File: config.mk
export PLATFORM = sky130hd
export DESIGN_NAME = intr_prio_resolver
export DESIGN_NICKNAME = d
export VERILOG_FILES = /design/src/rtl/intr_prio_pkg.sv /design/src/rtl/intr_prio_ctrl.sv /design/src/rtl/intr_prio_dp.sv /design/src/rtl/intr_prio_resolver.sv
export SDC_FILE = /design/constraint.sdc
export NUM_CORES = 1
export LEC_CHECK = 0
export CORE_MARGIN = 2
export CORE_UTILIZATION = 53
export CTS_BUF_LIST = sky130_fd_sc_hd__clkbuf_4 sky130_fd_sc_hd__clkbuf_8 sky130_fd_sc_hd__clkbuf_16
export CTS_CLUSTER_SIZE = 16
export DETAILED_ROUTE_END_ITERATION = 8
export DONT_BUFFER_PORTS = 1
export MAX_ROUTING_LAYER = met4
export PLACE_DENSITY = 0.73
export SKIP_LAST_GASP = 1
export SYNTH_ARGS = -nofsm -noshare
export SYNTH_HDL_FRONTEND = slang
export SYNTH_SLANG_ARGS = --single-unit
File: constraint.sdc
create_clock -name clk -period 2.55 [get_ports clk]
set_clock_uncertainty 0.15 [all_clocks]
set_input_delay 0.51 -clock clk [delete_from_list [all_inputs] [get_ports clk]]
set_output_delay 0.51 -clock clk [all_outputs]
set_load 0.02 [all_outputs]
File: src/rtl/intr_prio_pkg.sv
package intr_prio_pkg;

  localparam int NUM_SRC = 21;
  localparam int NUM_GRP = 15;
  localparam int VEC_W   = 8;
  localparam int ADDR_W  = 24;
  localparam int IDX_W   = $clog2(NUM_SRC);
  localparam int NO_GRP  = NUM_GRP;
  localparam int NMI_IDX = 0;
  localparam logic [VEC_W-1:0] NMI_VEC = VEC_W'(7);

  // Vector number of each request bit; index order is ascending vector order.
  function automatic logic [VEC_W-1:0] srcVector(input int idx);
    if (idx == NMI_IDX)  return NMI_VEC;
    else if (idx <= 14)  return VEC_W'(15 + idx);
    else if (idx <= 17)  return VEC_W'(29 + idx);
    else                 return VEC_W'(34 + idx);
  endfunction

  // Group (control bit) of each request bit; NO_GRP for the non-maskable line.
  function automatic int srcGroup(input int idx);
    if (idx == NMI_IDX)  return NO_GRP;
    else if (idx <= 8)   return idx - 1;
    else if (idx == 9)   return 8;
    else if (idx <= 11)  return 9;
    else if (idx <= 14)  return idx - 2;
    else if (idx <= 17)  return 13;
    else                 return 14;
  endfunction

  typedef struct packed {
    logic [NUM_SRC-1:0] clrMask;
    logic               winValid;
    logic [IDX_W-1:0]   winIdx;
  } strobe_t;

endpackage

File: src/rtl/intr_prio_ctrl.sv
module intr_prio_ctrl
  import intr_prio_pkg::*;
(
  input  logic               clk,
  input  logic               rstN,
  input  logic               cfgWrEn,
  input  logic [NUM_GRP-1:0] cfgWrData,
  input  logic               ackValid,
  input  logic [VEC_W-1:0]   ackVector,
  input  logic [NUM_SRC-1:0] pendQ,
  output strobe_t            strb
);

  logic [NUM_GRP-1:0] levelQ;
  logic [NUM_SRC-1:0] srcHigh;
  logic [NUM_SRC-1:0] clrMask;
  logic [NUM_SRC-1:0] highPend;

  always_ff @(posedge clk) begin
    if (!rstN)        levelQ <= '0;
    else if (cfgWrEn) levelQ <= cfgWrData;
  end

  for (genvar i = 0; i < NUM_SRC; i++) begin : g_src
    localparam int GRP = srcGroup(i);
    localparam logic [VEC_W-1:0] VEC = srcVector(i);
    if (GRP == NO_GRP) begin : g_fixed
      assign srcHigh[i] = 1'b1;
    end else begin : g_grp
      assign srcHigh[i] = levelQ[GRP];
    end
    assign clrMask[i] = ackValid && (ackVector == VEC);
  end

  assign highPend = pendQ & srcHigh;

  function automatic logic [IDX_W-1:0] firstSet(input logic [NUM_SRC-1:0] m);
    logic [IDX_W-1:0] r;
    r = '0;
    for (int i = NUM_SRC - 1; i >= 0; i--) begin
      if (m[i]) r = IDX_W'(i);
    end
    return r;
  endfunction

  always_comb begin
    strb.clrMask  = clrMask;
    strb.winValid = |pendQ;
    strb.winIdx   = (|highPend) ? firstSet(highPend) : firstSet(pendQ);
  end

  // Vectors are unique, so one acknowledge clears at most one source.
  assert_clear_single_R7: assert property (@(posedge clk) disable iff (!rstN)
    $onehot0(clrMask));

  // Any pending urgent source forces the chosen source to be urgent.
  assert_level_win_R2: assert property (@(posedge clk) disable iff (!rstN)
    (|highPend) |-> (pendQ[strb.winIdx] && srcHigh[strb.winIdx]));

endmodule

File: src/rtl/intr_prio_dp.sv
module intr_prio_dp
  import intr_prio_pkg::*;
(
  input  logic               clk,
  input  logic               rstN,
  input  logic               irqEnable,
  input  logic [NUM_SRC-1:0] reqIn,
  input  strobe_t            strb,
  output logic [NUM_SRC-1:0] pendQ,
  output logic               irqValid,
  output logic [VEC_W-1:0]   irqVector,
  output logic [ADDR_W-1:0]  irqAddr
);

  localparam logic [NUM_SRC-1:0] MASKABLE = ~(NUM_SRC'(1) << NMI_IDX);

  logic [NUM_SRC-1:0] reqPrevQ;
  logic [NUM_SRC-1:0] riseMask;
  logic [NUM_SRC-1:0] acceptMask;
  logic [NUM_SRC-1:0] pendD;
  logic [VEC_W-1:0]   winVec;

  for (genvar i = 0; i < NUM_SRC; i++) begin : g_acc
    if (srcGroup(i) == NO_GRP) begin : g_nmi
      assign acceptMask[i] = 1'b1;
    end else begin : g_mask
      assign acceptMask[i] = irqEnable;
    end
  end

  assign riseMask = reqIn & ~reqPrevQ;
  // A new edge beats a clear for the same source.
  assign pendD    = (pendQ & ~strb.clrMask) | (riseMask & acceptMask);

  always_comb begin
    winVec = '0;
    for (int i = 0; i < NUM_SRC; i++) begin
      if (strb.winIdx == IDX_W'(i)) winVec = srcVector(i);
    end
  end

  always_ff @(posedge clk) begin
    if (!rstN) begin
      reqPrevQ  <= '0;
      pendQ     <= '0;
      irqValid  <= 1'b0;
      irqVector <= '0;
      irqAddr   <= '0;
    end else begin
      reqPrevQ  <= reqIn;
      pendQ     <= pendD;
      irqValid  <= strb.winValid;
      irqVector <= strb.winValid ? winVec : '0;
      irqAddr   <= strb.winValid ? (ADDR_W'(winVec) << 2) : '0;
    end
  end

  assert_nmi_first_R1: assert property (@(posedge clk) disable iff (!rstN)
    pendQ[NMI_IDX] |=> (irqValid && irqVector == NMI_VEC));

  assert_addr_scale_R5: assert property (@(posedge clk) disable iff (!rstN)
    irqAddr == (ADDR_W'(irqVector) << 2));

  assert_valid_follows_R9: assert property (@(posedge clk) disable iff (!rstN)
    (|pendQ) |=> irqValid);

  assert_idle_zero_R10: assert property (@(posedge clk) disable iff (!rstN)
    !(|pendQ) |=> (!irqValid && irqVector == '0 && irqAddr == '0));

  assert_mask_hold_R11: assert property (@(posedge clk) disable iff (!rstN)
    !irqEnable |=> ((pendQ & ~$past(pendQ) & MASKABLE) == '0));

endmodule

File: src/rtl/intr_prio_resolver.sv
module intr_prio_resolver
  import intr_prio_pkg::*;
(
  input  logic               clk,
  input  logic               rstN,
  input  logic               irqEnable,
  input  logic [NUM_SRC-1:0] reqIn,
  input  logic               cfgWrEn,
  input  logic [NUM_GRP-1:0] cfgWrData,
  input  logic               ackValid,
  input  logic [VEC_W-1:0]   ackVector,
  output logic               irqValid,
  output logic [VEC_W-1:0]   irqVector,
  output logic [ADDR_W-1:0]  irqAddr
);

  strobe_t            strb;
  logic [NUM_SRC-1:0] pendQ;

  intr_prio_ctrl u_ctrl (
    .clk       (clk),
    .rstN      (rstN),
    .cfgWrEn   (cfgWrEn),
    .cfgWrData (cfgWrData),
    .ackValid  (ackValid),
    .ackVector (ackVector),
    .pendQ     (pendQ),
    .strb      (strb)
  );

  intr_prio_dp u_dp (
    .clk       (clk),
    .rstN      (rstN),
    .irqEnable (irqEnable),
    .reqIn     (reqIn),
    .strb      (strb),
    .pendQ     (pendQ),
    .irqValid  (irqValid),
    .irqVector (irqVector),
    .irqAddr   (irqAddr)
  );

endmodule

==> metrics.cfg, run 1 <==
[run_status]
status=complete, no violations

[global_routing]
top_usage_layer=met2
grt_max_degree=59
grtUsageMet1_pct=27.13
use_met3_pct=6.593
antenna_found_initial=0
grt_first_pass_wirelength_um=10540
overflow=0
grt_use_total_pct=21.86
grtUsageMet2_pct=32.52
grt_pass1_vias=2288

[drt]
ant_nets=0
viasPerCell=5.704
remaining_drc_errors=0
detail_route.wl_per_cell_um=15.31
wl_um=6630
via_count=2470
firstDrtPassIters=5
drtIter0Drc=205

[sta]
fmaxAchievable_mhz=420.5
hold_viol=0
fin_crit_ps=2378
hold_slack_ps=127.8
max_slew_margin_pct=59.80
rsz0062_at_grt=false
worstMarginPinSlew_ps=597.5
fin_crit_sh_pct=93.25
drv_slew=0
setup_viol=0
fin_ws_ps=172.1
tns_ps=0

[final_layout]
ff_latch_area_mm2=0.001281
final_cell_mix=dfxtp_1, o21ai_0, and2_1
fill_cells=539
drive_above_1_share_pct=8.380
nets=403
n_antenna_cell=0
mostFrequentLayoutCell=dfxtp_1
area_growth_pct=5.050
multi_input_area_mm2=0.001738

[placed_design]
pre_cts_ws_ps=160.0
gp_congestion=0.8603
port_buffers=0
dp_hpwl_um=4950

[synthesis]
synthArstFlopShare_pct=0
netlist_instances=358
yosysSeqAreaShare_pct=39.78
synth-seq-cells=64
ys_types=54
synth_edf_count=0
yosys_warnings=0
syn-cell-area_mm2=0.003221
synth-main-ff-cell=dfxtp_1
syn_avg_cell_area_um2=8.996

[die]
io_pins=82
die_w_um=81.95
die_h_um=81.95
core_mm2=0.005886
die_area_mm2=0.006716
floorplan.initialDensity_pct=54.72
num_rows=28

[critical_path]
worst_ep_required_time_ps=2620
ff2ff_path_depth=7
critPathCaptureType=register
critPathMaxFanout=7
worst-r2r-setup-slack_ps=170
crit_type=reg -> reg
start_kind=register
r2r_end=u_dp.irqVector[4]$_SDFF_PN0_
r2r_start=u_dp.pendQ[15]$_SDFF_PN0_
crit_arrival_ps=2450

[clock_network]
cts.clk_slew.worst_paths_ps=70
cts.sinks=64
clk_latency_ps=350
clockBufferDepth=2
numCtsBuffers=9
h-tree-depth=3
cts_root_buf=clkbuf_8
cts_tree=done

[hold_path]
hold_path_class=in -> reg
holdCritStartpoint=reqIn[5]
holdPathStages=1
whs_endpoint=u_dp.reqPrevQ[5]$_SDFF_PN0_

[power_and_ir_drop]
p_leak_nw=1.285
p_per_area_mw_per_mm2=716.7
p_total_mw=2.425
ir_drop_mv=0.4220

[run]
cap_viol_max_count=0

synthesized netlist by cell type (5+ instances only):
cell type	count	area, um2
a21oi_1	8	40.04
nor4_1	7	43.79
a22oi_1	5	37.54
a21boi_0	18	135.1
nor3_1	6	30.03
dfxtp_1	64	1281
and2_1	23	143.9
o21ai_0	24	120.1
nand4_1	5	31.28
inv_1	10	37.54
nand3b_1	18	135.1
clkbuf_1	10	37.54
nor2b_1	21	131.4
nor2_1	14	52.55
buf_4	26	195.2
nand2_1	16	60.06
mux2i_1	16	160.2
where the power goes:
| part | total, mW | switching (mW) | internal, mW | leakage (nW) |
|---|---|---|---|---|
| clock network | 0.863 | 0.391 | 0.472 | 0.102 |
| registers | 1.19 | 0.116 | 1.07 | 0.530 |
| logic | 0.372 | 0.197 | 0.176 | 0.653 |
sequential cells by signal, summed over array words and instances, names as in the netlist:
name            count
u_dp.pendQ         21
u_ctrl.levelQ      15
u_dp.reqPrevQ      21
u_dp.irqVector      6
u_dp.irqValid       1
per-layer routing:
metal | share of wire (%) | vias to the layer above
li1 | - | 1250
met1 | 45 | 1115
met2 | 45 | 92
met3 | 7.6 | 13
met4 | 2.2 | 0
met5 | 0 | -
layout make-up:
type                            count  area share [%]
Timing Repair Buffer                5           1.109
Clock buffer                       10           4.068
Tap cell                           75           2.774
Multi-Input combinational cell    264           51.37
Clock inverter                      5           1.701
Inverter                           10           1.109
Sequential cell                    64           37.87
through the flow:
step           instance area [um2]  utilization, %  std cells
2_1_floorplan                 3292               -        377
3_3_place_gp                  3168           53.83        417
3_5_place_dp                  3168           53.83        417
4_1_cts                       3363           57.14        432
5_1_grt                       3383           57.48        433
6_report                      3383           57.48        433
kinds of logic (layout without fill, tap and decap cells):
group,Yosys count,count (layout),share of synthesized area (%)
AOI/OAI and AO/OA,97,97,21.83
and+or+nand+nor,131,131,24.44
other,1,20,0.1164
muxes,16,16,4.973
buffers and inverters,49,30,8.858
DFF,64,64,39.78
worst max path at each step:
stage / startpoint / endpoint / cells after the start
3_3_place_gp: u_dp.pendQ[2]$_SDFF_PN0_ / u_dp.irqVector[4]$_SDFF_PN0_ / 7
4_1_cts: u_dp.pendQ[2]$_SDFF_PN0_ / u_dp.irqVector[4]$_SDFF_PN0_ / 7
3_5_place_dp: u_dp.pendQ[2]$_SDFF_PN0_ / u_dp.irqVector[4]$_SDFF_PN0_ / 7
6_report: u_dp.pendQ[15]$_SDFF_PN0_ / u_dp.irqVector[4]$_SDFF_PN0_ / 7
5_1_grt: u_dp.pendQ[15]$_SDFF_PN0_ / u_dp.irqVector[4]$_SDFF_PN0_ / 7
2_1_floorplan: u_dp.pendQ[9]$_SDFF_PN0_ / u_dp.irqVector[4]$_SDFF_PN0_ / 8
timing repair:
| action | CTS | global route |
|---|---|---|
| hold buffers | 0 | 0 |
| endpoints found under the setup margin | 0 | 3 |
| buffers inserted | 0 | 1 |
| resized for setup | 0 | 2 |
worst max-delay path: stages (launching register included):
cell      delay, ps
dfxtp_1         360
a22o_1          280
nand4b_2        260
nor4_4          360
o311ai_2        210
o22ai_4         290
mux2i_1         260
a211oi_2         90
Note: power is estimated with default switching activity, not from simulation.
==> run 2, diff against run 1 <==
Settings changed: CORE_MARGIN 2 to 5, CORE_UTILIZATION 53 to 39, PLACE_DENSITY 0.73 to 0.58.
==> run 2 against run 1 <==
  * Die area grew 52%
  * Worst setup slack lost 32 ps
  * Critical path depth is the same
  * Highest routed layer unchanged
==> metrics.cfg, run 2 (synthesis gave the netlist of run 1 again) <==
[placed_design]
dp_cells=448
gp_congestion=0.8912
port_buffers=0
dp_hpwl_um=5691

[clock_network]
h-tree-depth=3
cts.clk_slew.worst_paths_ps=80
cts_root_buf=clkbuf_8
cts.sinks=64
numCtsBuffers=9
clk_latency_ps=350
clockBufferDepth=2
cts_tree=done

[critical_path]
worst-r2r-setup-slack_ps=140
crit_buf_inv=0
cp-startpoint=u_dp.pendQ[15]$_SDFF_PN0_
critPathCaptureType=register
cp_cell_sequence=a22o_1 -> nand4b_2 -> nor4_4 -> o311ai_2 -> o22ai_4 -> mux2i_1 -> a211oi_2
start_kind=register
r2r_start=u_dp.pendQ[15]$_SDFF_PN0_
crit_type=reg -> reg
critPathSlowestCell=dfxtp_1
critPathTopFamily=compound AO/OA/AOI/OAI gates
critPathMaxFanout=7
worst_ep_required_time_ps=2620
cp_slowest_stage_delay_ps=380
crit_arrival_ps=2480

[final_layout]
ff_latch_area_mm2=0.001281
mostFrequentLayoutCell=dfxtp_1
fin_cells=466
area_growth_pct=7.886
drive_above_1_share_pct=9.418
fill_cells=812
n_antenna_cell=0
nets=405
multi_input_area_mm2=0.001744
reg.largest.list=u_dp.pendQ: 21 flops, u_dp.reqPrevQ: 21 flops, u_ctrl.levelQ: 15 flops
final_cell_mix=dfxtp_1, o21ai_0, and2_1

[sta]
hold_slack_ps=127.6
worstMarginPinSlew_ps=563.0
fin_crit_ps=2410
setup_viol=0
fmaxAchievable_mhz=414.9
drv_slew=0
rsz0062_at_grt=false
fin_crit_sh_pct=94.52
hold_viol=0
max_slew_margin_pct=62.07
tns_ps=0

[global_routing]
grt_use_total_pct=16.05
grt_pass1_vias=2490
grt_max_degree=59
grt_first_pass_wirelength_um=12410
antenna_found_initial=0
overflow=0

[power_and_ir_drop]
p_leak_nw=1.309
p_total_mw=2.572
ir_drop_mv=0.3726
p_per_area_mw_per_mm2=740.1

[drt]
via_count=2500
wl_um=7525
drtIter0Drc=184
firstDrtPassIters=4
ant_nets=0
viasPerCell=5.365
remaining_drc_errors=0
detail_route.wl_per_cell_um=16.15

[die]
die_w_um=100.9
num_rows=33
die_h_um=100.9
core_mm2=0.008134
die_area_mm2=0.01018
io_pins=82
floorplan.initialDensity_pct=39.59

[run]
cap_viol_max_count=0

[run_status]
status=complete, no violations

[hold_path]
holdCritStartpoint=reqIn[5]
hold_path_class=in -> reg

==> run 2: final cells by class <==
cell class | count | share of cell area, %
inverters | 10 | 1.080
flip-flops and latches | 64 | 36.87
clock inverters | 7 | 2.989
repair buffers | 7 | 1.512
multi-input cells | 264 | 50.20
well taps | 105 | 3.781
clock buffers | 9 | 3.565
==> run 2: worst paths after layout <==
kind | end | cells after the start
min | u_dp.reqPrevQ[5]$_SDFF_PN0_ | 1
max reg2reg | u_dp.irqVector[4]$_SDFF_PN0_ | 7
min reg2reg | u_dp.pendQ[6]$_SDFF_PN0_ | 2
max | u_dp.irqVector[4]$_SDFF_PN0_ | 7
==> run 2: repair_timing <==
item	4_1_cts	5_1_grt
hold endpoints to repair	0	0
gates resized for setup	0	3
setup buffers	0	2
hold buffers	0	0
endpoints found under the setup margin	0	2
==> run 2: routing by layer <==
| layer | up-vias | track usage, % | wire length [um] |
|---|---|---|---|
| met4 | 0 | 6.736 | 219 |
| met5 | - | - | 0 |
| met1 | 1156 | 19.78 | 3387 |
| li1 | 1247 | - | - |
| met3 | 16 | 5.536 | 510 |
| met2 | 81 | 23.85 | 3408 |
==> run 2: power breakdown <==
group	total (mW)	internal, mW	switching (mW)	leakage [nW]
sequential	1.19	1.07	0.117	0.530
clock	0.999	0.562	0.438	0.114
combinational	0.382	0.180	0.202	0.664
total	2.57	1.81	0.757	1.31
==> run 2: metrics by stage <==
step	util, %	setup slack, ps	instance area (um2)
after global routing	42.72	5.970	3475
after CTS	42.30	157.7	3441
final	42.72	139.8	3475
after floorplan	-	395.4	3292
after global placement	39.50	207.2	3213
after detailed placement	39.50	201.7	3213
